[config.mk]
export PLATFORM = sky130hd
export DESIGN_NAME = slpctl
export DESIGN_NICKNAME = d
export VERILOG_FILES = /design/src/rtl/slpctl_pkg.sv /design/src/rtl/slpctl_ctrlreg.sv /design/src/rtl/slpctl_wake.sv /design/src/rtl/slpctl_fsm.sv /design/src/rtl/slpctl_domains.sv /design/src/rtl/slpctl.sv
export SDC_FILE = /design/constraint.sdc
export NUM_CORES = 1
export LEC_CHECK = 0
export BUFFER_PORTS_ARGS = -buffer_cell sky130_fd_sc_hd__buf_2
export CAP_MARGIN = 40
export CORE_MARGIN = 2
export CORE_UTILIZATION = 45
export CTS_CLUSTER_SIZE = 30
export DETAILED_ROUTE_END_ITERATION = 12
export GPL_ROUTABILITY_DRIVEN = 0
export PLACE_DENSITY_LB_ADDON = 0.2
export SETUP_SLACK_MARGIN = 0.2
export SKIP_CTS_REPAIR_TIMING = 1
export SLEW_MARGIN = 10
export SYNTH_ARGS = -nofsm -noshare
export SYNTH_HDL_FRONTEND = slang
export SYNTH_SLANG_ARGS = --single-unit
[constraint.sdc]
create_clock -name clk -period 2.25 [get_ports clk]
set_clock_uncertainty 0.2 [all_clocks]
set_input_delay 0.45 -clock clk [delete_from_list [all_inputs] [get_ports clk]]
set_output_delay 0.45 -clock clk [all_outputs]
set_load 0.02 [all_outputs]
[src/rtl/slpctl_pkg.sv]
package slpctl_pkg;

    typedef enum logic [1:0] {
        MODE_IDLE  = 2'b00,
        MODE_QUIET = 2'b01,
        MODE_DEEP  = 2'b10,
        MODE_RSVD  = 2'b11
    } slp_mode_e;

    typedef enum logic [1:0] {
        ST_RUN,
        ST_DOZE,
        ST_WARM,
        ST_HOLD
    } slp_state_e;

    // Positions in the control byte that software relies on.
    localparam int BIT_SE      = 5;
    localparam int BIT_MODE_HI = 4;
    localparam int BIT_MODE_LO = 3;

    // Positions in the wake flag vector.
    localparam int WK_N      = 6;
    localparam int WK_EXTINT = 0;
    localparam int WK_PINCHG = 1;
    localparam int WK_NVM    = 2;
    localparam int WK_ADC    = 3;
    localparam int WK_WDOG   = 4;
    localparam int WK_IO     = 5;

    typedef struct packed {
        logic cpu;
        logic flash;
        logic io;
        logic adc;
        logic osc;
    } dom_en_t;

    localparam dom_en_t DOM_ALL_ON = '{cpu: 1'b1, flash: 1'b1, io: 1'b1, adc: 1'b1, osc: 1'b1};
    localparam dom_en_t DOM_OSC_ON = '{cpu: 1'b0, flash: 1'b0, io: 1'b0, adc: 1'b0, osc: 1'b1};

    // Domains left running while asleep in a given mode.
    function automatic dom_en_t dom_for_mode(slp_mode_e m);
        dom_en_t d;
        d = '0;
        unique case (m)
            MODE_IDLE: begin
                d.io  = 1'b1;
                d.adc = 1'b1;
                d.osc = 1'b1;
            end
            MODE_QUIET: begin
                d.adc = 1'b1;
                d.osc = 1'b1;
            end
            default: d = '0;
        endcase
        return d;
    endfunction

    // Wake flags that a given mode accepts.
    function automatic logic [WK_N-1:0] wake_mask(slp_mode_e m, logic lvl);
        logic [WK_N-1:0] k;
        k = '0;
        unique case (m)
            MODE_IDLE: k = '1;
            MODE_QUIET: begin
                k[WK_EXTINT] = lvl;
                k[WK_PINCHG] = 1'b1;
                k[WK_NVM]    = 1'b1;
                k[WK_ADC]    = 1'b1;
                k[WK_WDOG]   = 1'b1;
            end
            MODE_DEEP: begin
                k[WK_EXTINT] = lvl;
                k[WK_PINCHG] = 1'b1;
            end
            default: k = '0;
        endcase
        return k;
    endfunction

    function automatic logic mode_is_light(slp_mode_e m);
        return (m == MODE_IDLE) || (m == MODE_QUIET);
    endfunction

endpackage

[src/rtl/slpctl_ctrlreg.sv]
module slpctl_ctrlreg
    import slpctl_pkg::*;
(
    input  logic       clk,
    input  logic       rst,
    input  logic       reg_wr,
    input  logic [7:0] reg_wdata,
    output logic [7:0] reg_rdata,
    output logic       se,
    output slp_mode_e  mode
);

    logic       se_q;
    logic [1:0] mode_q;

    always_ff @(posedge clk) begin
        if (rst) begin
            se_q   <= 1'b0;
            mode_q <= 2'b00;
        end else if (reg_wr) begin
            se_q   <= reg_wdata[BIT_SE];
            mode_q <= reg_wdata[BIT_MODE_HI:BIT_MODE_LO];
        end
    end

    always_comb begin
        reg_rdata                           = '0;
        reg_rdata[BIT_SE]                   = se_q;
        reg_rdata[BIT_MODE_HI:BIT_MODE_LO]  = mode_q;
    end

    assign se   = se_q;
    assign mode = slp_mode_e'(mode_q);

endmodule

[src/rtl/slpctl_wake.sv]
module slpctl_wake
    import slpctl_pkg::*;
(
    input  slp_mode_e        mode,
    input  logic             extint_level,
    input  logic [WK_N-1:0]  wake_src,
    input  logic             rst_wake,
    output logic             wake_any
);

    logic [WK_N-1:0] accepted;

    always_comb begin
        accepted = wake_src & wake_mask(mode, extint_level);
        wake_any = rst_wake | (|accepted);
    end

endmodule

[src/rtl/slpctl_fsm.sv]
module slpctl_fsm
    import slpctl_pkg::*;
#(
    parameter int HALT_CYC = 4
) (
    input  logic       clk,
    input  logic       rst,
    input  logic       sleep_req,
    input  logic       se,
    input  slp_mode_e  mode_in,
    input  logic       adc_enabled,
    input  logic       wake_any,
    input  logic       rst_wake,
    input  logic       startup_done,
    output slp_state_e state,
    output slp_mode_e  mode_q,
    output logic       adc_go,
    output logic       warm_go,
    output logic       rst_pulse
);

    localparam int CNT_W = (HALT_CYC > 1) ? $clog2(HALT_CYC) : 1;
    localparam logic [CNT_W-1:0] CNT_LAST = CNT_W'(HALT_CYC - 1);

    logic [CNT_W-1:0] cnt;
    logic             rst_cause;
    logic             go_sleep;

    assign go_sleep = sleep_req && se && (mode_in != MODE_RSVD);

    always_ff @(posedge clk) begin
        if (rst) begin
            state     <= ST_RUN;
            mode_q    <= MODE_IDLE;
            cnt       <= '0;
            rst_cause <= 1'b0;
            adc_go    <= 1'b0;
            warm_go   <= 1'b0;
            rst_pulse <= 1'b0;
        end else begin
            adc_go    <= 1'b0;
            warm_go   <= 1'b0;
            rst_pulse <= 1'b0;
            unique case (state)
                ST_RUN: begin
                    if (go_sleep) begin
                        state     <= ST_DOZE;
                        mode_q    <= mode_in;
                        rst_cause <= 1'b0;
                        adc_go    <= adc_enabled && mode_is_light(mode_in);
                    end
                end
                ST_DOZE: begin
                    if (wake_any) begin
                        rst_cause <= rst_wake;
                        cnt       <= '0;
                        if (mode_q == MODE_DEEP) begin
                            state   <= ST_WARM;
                            warm_go <= 1'b1;
                        end else begin
                            state <= ST_HOLD;
                        end
                    end
                end
                ST_WARM: begin
                    if (startup_done) begin
                        state <= ST_HOLD;
                        cnt   <= '0;
                    end
                end
                ST_HOLD: begin
                    if (cnt == CNT_LAST) begin
                        state     <= ST_RUN;
                        rst_pulse <= rst_cause;
                    end else begin
                        cnt <= cnt + 1'b1;
                    end
                end
                default: state <= ST_RUN;
            endcase
        end
    end

endmodule

[src/rtl/slpctl_domains.sv]
module slpctl_domains
    import slpctl_pkg::*;
(
    input  slp_state_e state,
    input  slp_mode_e  mode_q,
    output dom_en_t    dom,
    output logic       halt
);

    always_comb begin
        unique case (state)
            ST_DOZE: dom = dom_for_mode(mode_q);
            ST_WARM: dom = DOM_OSC_ON;
            default: dom = DOM_ALL_ON;
        endcase
        halt = (state != ST_RUN);
    end

endmodule

[src/rtl/slpctl.sv]
module slpctl
    import slpctl_pkg::*;
#(
    parameter int HALT_CYC = 4
) (
    input  logic        clk,
    input  logic        rst,
    input  logic        reg_wr,
    input  logic [7:0]  reg_wdata,
    output logic [7:0]  reg_rdata,
    input  logic        sleep_req,
    input  logic        adc_enabled,
    input  logic        extint_level,
    input  logic [5:0]  wake_src,
    input  logic        rst_wake,
    input  logic        startup_done,
    output logic        clk_en_cpu,
    output logic        clk_en_flash,
    output logic        clk_en_io,
    output logic        clk_en_adc,
    output logic        osc_en,
    output logic        startup_req,
    output logic        adc_start,
    output logic        cpu_halt,
    output logic        wake_reset
);

    logic       se;
    slp_mode_e  mode_reg;
    slp_mode_e  mode_q;
    slp_state_e state;
    logic       wake_any;
    dom_en_t    dom;

    slpctl_ctrlreg u_reg (
        .clk       (clk),
        .rst       (rst),
        .reg_wr    (reg_wr),
        .reg_wdata (reg_wdata),
        .reg_rdata (reg_rdata),
        .se        (se),
        .mode      (mode_reg)
    );

    slpctl_wake u_wake (
        .mode         (mode_q),
        .extint_level (extint_level),
        .wake_src     (wake_src),
        .rst_wake     (rst_wake),
        .wake_any     (wake_any)
    );

    slpctl_fsm #(.HALT_CYC(HALT_CYC)) u_fsm (
        .clk          (clk),
        .rst          (rst),
        .sleep_req    (sleep_req),
        .se           (se),
        .mode_in      (mode_reg),
        .adc_enabled  (adc_enabled),
        .wake_any     (wake_any),
        .rst_wake     (rst_wake),
        .startup_done (startup_done),
        .state        (state),
        .mode_q       (mode_q),
        .adc_go       (adc_start),
        .warm_go      (startup_req),
        .rst_pulse    (wake_reset)
    );

    slpctl_domains u_dom (
        .state  (state),
        .mode_q (mode_q),
        .dom    (dom),
        .halt   (cpu_halt)
    );

    assign clk_en_cpu   = dom.cpu;
    assign clk_en_flash = dom.flash;
    assign clk_en_io    = dom.io;
    assign clk_en_adc   = dom.adc;
    assign osc_en       = dom.osc;

endmodule

After elaboration in Yosys (flattened, before gate mapping):

Cells that the tools add are included.

* flip-flop bits (word level): 13
* input port bits: 22
* output and inout bits: 17
* word-level logic and storage cells: 70

* add/subtract/negate cells: 1
* equal/unequal tests: 13
* muxes and demuxes: 19
* bitwise logic cells: 8
* reduce and logical (&&, ||, !) cells: 20

Operator list (count)
* 2-to-1 mux 2 bit: 8
* one-hot mux 5 bit (2 select lines): 1
* OR reduction 3 bit: 3
* equality test 2 bit (second input constant): 4
* != test 2 bit (second input constant): 4
* one-hot mux 2 bit (4 select lines): 1
* AND reduction 4 bit: 2
* bitwise AND 6 bit: 1
* equality test 2 x 1 -> 1 bit (second input constant): 3
* logical NOT 2 bit: 3
* NOT 1 bit: 6
* one-hot mux 2 bit (3 select lines): 1
* OR reduction 6 bit: 1
* 2-to-1 mux 1 bit: 5
* != test 2 x 1 -> 1 bit (second input constant): 2
* one-hot mux 2 bit (2 select lines): 1
* nonzero test 2 bit: 2
* OR reduction 2 bit: 2
* logical AND 1 bit: 3
* 2-to-1 mux 3 bit: 1
* AND reduction 3 bit: 1
* nonzero test 3 bit: 1
* adder 2 x 1 -> 2 bit (second input constant): 1
* one-hot mux 1 bit (2 select lines): 1
* other kinds (3): 3

Longest topological paths before layout:

* depth in word-level cells: 8
* depth in mapped cells: 7
* depth with buffers taken out: 7

Modules after synthesis:

A second synthesis with hierarchy kept.

* cells, all modules: 100
* area total of the unflattened synthesis: 895.9 um2

By module, submodules not included
* slpctl_fsm: instances 1, cells an instance 59, area each 538.0 um2, sequential area each 200.2 um2
* slpctl_ctrlreg: instances 1, cells an instance 18, area each 165.2 um2, sequential area each 60.1 um2
* slpctl_wake: instances 1, cells an instance 11, area each 102.6 um2, sequential area each 0.0 um2
* slpctl_domains: instances 1, cells an instance 12, area each 90.1 um2, sequential area each 0.0 um2

Least setup slack after synthesis:

No wires, ideal clock.

* path kind: reg2out
* start: reg u_fsm.mode_q[0]
* end: out osc_en
* data arrival time: 1.512 ns
* required time: 1.600 ns
* setup slack: 0.088 ns
* cell stages (with the launch flop): 6
* buffers on the path: 0
* cell sequence: dfxtp_1 -> inv_1 -> ha_1 -> nor2_1 -> o21ai_0 -> or2_2

* cells in the longest elaborated chain, start to end: 4
* elaborated cells on any way between the ends: 5
* those cells by class: 1 x eq/ne; 2 x mux; 2 x reduce/logical

Ends and longest elaborated chain
* from (decl): line slpctl_fsm.sv:16 `output slp_mode_e mode_q,`
* from (signal assigned): line slpctl_fsm.sv:48 `mode_q <= mode_in;`
* equality test 2 x 1 -> 1 bit / logical NOT 2 bit (equally long branches): line slpctl_pkg.sv:46 `unique case (m)`
* OR reduction 2 bit (no line) (*)
* 2-to-1 mux 2 bit (*): line slpctl_pkg.sv:46
* one-hot mux 5 bit (2 select lines) (*): line slpctl_domains.sv:11 `unique case (state)`
* to (decl): line slpctl.sv:21 `output logic osc_en,`

Mark *: on every way between the ends. The rest lies on a longest branch, timed or not.

Worst setup path in the final report:

* start: reg u_fsm.mode_q[0]
* end: reg u_fsm.state[0]

* cells in the longest elaborated chain, start to end: 8
* elaborated cells on any way between the ends: 16
* those cells by class: 3 x eq/ne; 6 x mux; 2 x bitwise; 5 x reduce/logical

Ends and longest elaborated chain
* equality test 2 bit, or another cell as far along: line slpctl_pkg.sv:65, slpctl_fsm.sv:57
* OR reduction 2 bit (no line)
* one-hot mux 2 bit (2 select lines) / 2-to-1 mux 3 bit (equally long branches): line slpctl_pkg.sv:65 `unique case (m)`
* bitwise AND 6 bit: line slpctl_wake.sv:14 `accepted = wake_src & wake_mask(mode, extint_level);`
* OR reduction 6 bit: line slpctl_wake.sv:15 `wake_any = rst_wake | (|accepted);`
* OR 1 bit: line slpctl_wake.sv:15
* != test 2 bit (no line)
* AND reduction 4 bit (no line)
* to (signal assigned): line slpctl_fsm.sv:33 `state <= ST_RUN;`
* to (signal assigned): line slpctl_fsm.sv:47 `state <= ST_DOZE;`
* to (signal assigned): line slpctl_fsm.sv:58 `state <= ST_WARM;`
* to (decl): line slpctl_fsm.sv:15 `output slp_state_e state,`

Parallel ways exist; a longest one is shown, timed or not. The select of a mux whose other input is x is not followed.
A chain may end at the register's enable or synchronous reset.

==> results by group <==
Logic synthesis
  • Mean post-synth cell area: 9.31 um2
  • Mapped cell area: 828 um2
  • Mapped Cells: 89
  • Synth Area in Compound Gates: 16.6%
  • Yosys cell types: 33
  • Ys async rst share: 0%
  • Yosys reg bits: 13
  • Adder-cell area share of the yosys netlist: 13.6%
  • Multiplexer share of the synthesized area: 8.46%
  • Largest family of logic cells by synthesized area: simple AND/OR/NAND/NOR gates
  • Post-synth EDFFs: 0
  • Simple-gate share of the synthesized area: 19.0%
  • Post-synthesis xor/xnor area fraction: 0%
  • Main synth FF type: dfxtp_1
  • Ys Warns: 0
  • Sequential fraction of the synthesis area: 31.4%

Floorplan
  • Chip Height: 46.9 um
  • Total core area: 1730 um2
  • I/O pin cnt: 39
  • Row cnt: 15
  • DIE WIDTH: 46.9 um
  • Initial Util: 48.0%
  • Die Area: 2200 um2

Routing
  • Pre-Repair DR Iteration Count: 3
  • DR vias/cell: 4.89
  • Remaining DRCs: 0
  • DR vias: 724
  • Total Wirelength: 1800 um
  • Drt initial violations: 14
  • Routed WL per cell: 12.1 um
  • Routed Antenna Nets: 0

GRT
  • Number of global-route vias before repair: 589
  • Remaining global-route overflow: 0
  • Gr usage total: 16.8%
  • Largest net degree at the start of global routing: 17
  • First-pass GRT wire length: 2570 um
  • Initial antenna violation count: 0

Layout
  • Final nets: 155
  • Core Util, Final: 64.6%
  • Final cell count without fillers: 148
  • Syn-to-layout area delta: 34.7%
  • Layout cell share with drive strength beyond 1: 48.0%
  • N_diodes: 0

Worst setup path
  • CP required: 2.24 ns
  • Crit-path leading delay family: compound AO/OA/AOI/OAI gates
  • Critical path type: reg2reg
  • WP buf/inv: 2
  • WP data arrival: 2.12 ns
  • Critical-path maximum fanout: 4
  • CP max stage delay: 0.39 ns
  • Crit end category: flip-flop
  • Worst-path cell chain: inv_2, ha_4, buf_12, a2111oi_4, nor2_2, o41a_1, and3_4, a211oi_2
  • Startpoint Class: flip-flop
  • Critical path's slowest cell: o41a_1

Place
  • Port Buffers: 28
  • Placed wire-length estimate: 1280 um
  • Cell count after placement: 138

CTS
  • TritonCTS Buffers: 3
  • CTS Buffer Depth: 2
  • Clock latency at the later pin of the worst-skew pair: 0.28 ns
  • Max H-tree Level: 1
  • CTS tree: built
  • Clock slew at reported path FFs: 0.08 ns
  • Clk sinks: 13
  • Root buf cell: clkbuf_4

Pwr
  • PD cells: 956 nW/um2
  • Pleak: 0.000514 uW
  • Worst vdd ir: 0.515 mV

Timing
  • Max Freq: 0.470 GHz
  • Final Hold Viols: 0
  • Post-layout min period: 2.13 ns
  • Fin Setup TNS: 0 ns
  • # setup viols final: 0
  • Setup repair after global routing missed its margin: yes
  • Slew Limit Fails: 0
  • Final Cycle Share: 94.7%

Run
  • Max Cap Viol: 0

Outcome
  • Status: finished clean

Hold path
  • Type of the most critical hold path: in2reg
[per-stage QoR]
stage	hold WS, ns	power, uW	cell area (um2)	worst slack [ns]
after floorplan	0.264	671	843	0.213
final	0.204	1070	1120	0.120
after detailed placement	0.302	795	958	0.0987
after global routing	0.224	1150	1120	0.0332
after CTS	0.203	942	985	-0.160
after global placement	0.282	782	958	0.153
[layout make-up]
type | count | area, um2
timing repair buffer | 34 | 204
multi-input combinational | 64 | 552
tap | 25 | 31.3
inverter | 8 | 30.0
fill | 159 | 611
sequential | 13 | 273
clock buffer | 4 | 26.3
[cells in the final DEF, fill, tap and decap left out, drive strengths merged, types with 2 or more instances in the layout]
master / instances
ha: 9
inv: 8
clkbuf: 4
mux2i: 7
nor3: 3
a211oi: 2
nor2: 8
nand2b: 4
nand2: 7
conb: 5
buf: 34
dfxtp: 13
[Yosys cell counts (all sizes together), types with 2 or more instances]
library cell	number	share of area [%]
dfxtp	13	31
ha	9	14
inv	8	3.6
nor2	8	3.9
buf	7	6.3
mux2i	7	8.5
nand2	7	3.2
nand2b	4	3.0
nor3	3	1.8
a211oi	2	2.4
[final timing paths]
| path | startpoint | endpoint | slack [ns] | cells after the start |
|---|---|---|---|---|
| max | u_fsm.mode_q[0] | u_fsm.state[0] | 0.12 | 8 |
| min | reg_wdata[4] | u_reg.mode[1] | 0.20 | 3 |
| max reg2reg | u_fsm.mode_q[0] | u_fsm.state[0] | 0.12 | 8 |
| min reg2reg | u_fsm.cnt[0] | u_fsm.cnt[0] | 0.31 | 2 |
[report_power, final]
| part | internal [uW] | total (uW) | switching (uW) |
|---|---|---|---|
| clock | 68.7 | 145 | 76.2 |
| combinational | 280 | 639 | 359 |
| sequential | 258 | 283 | 25.0 |
| total | 606 | 1070 | 461 |
[worst min-delay path, delay by kind of cell]
kind | cells | cell delay (ns)
simple gates | 1 | 0.07
buf+inv | 1 | 0.07
mux | 1 | 0.05
[logic make-up after synthesis]
logic type      count (synthesis)
simple gates                   29
buf+inv                        16
compound gates                 14
flops                          13
fa+ha+maj                       9
mux                             7
other cells                     1
[layer usage]
layer	global-route usage [%]	routed length, um	part of all wire (%)	up-vias
met5	0	0	0	-
met4	5.00	0	0	0
met3	6.15	94	5.2	0
met2	26.6	902	50	22
met1	21.4	799	44	332
li1	-	-	-	370
No activity file was read; power rests on OpenSTA's default activity.
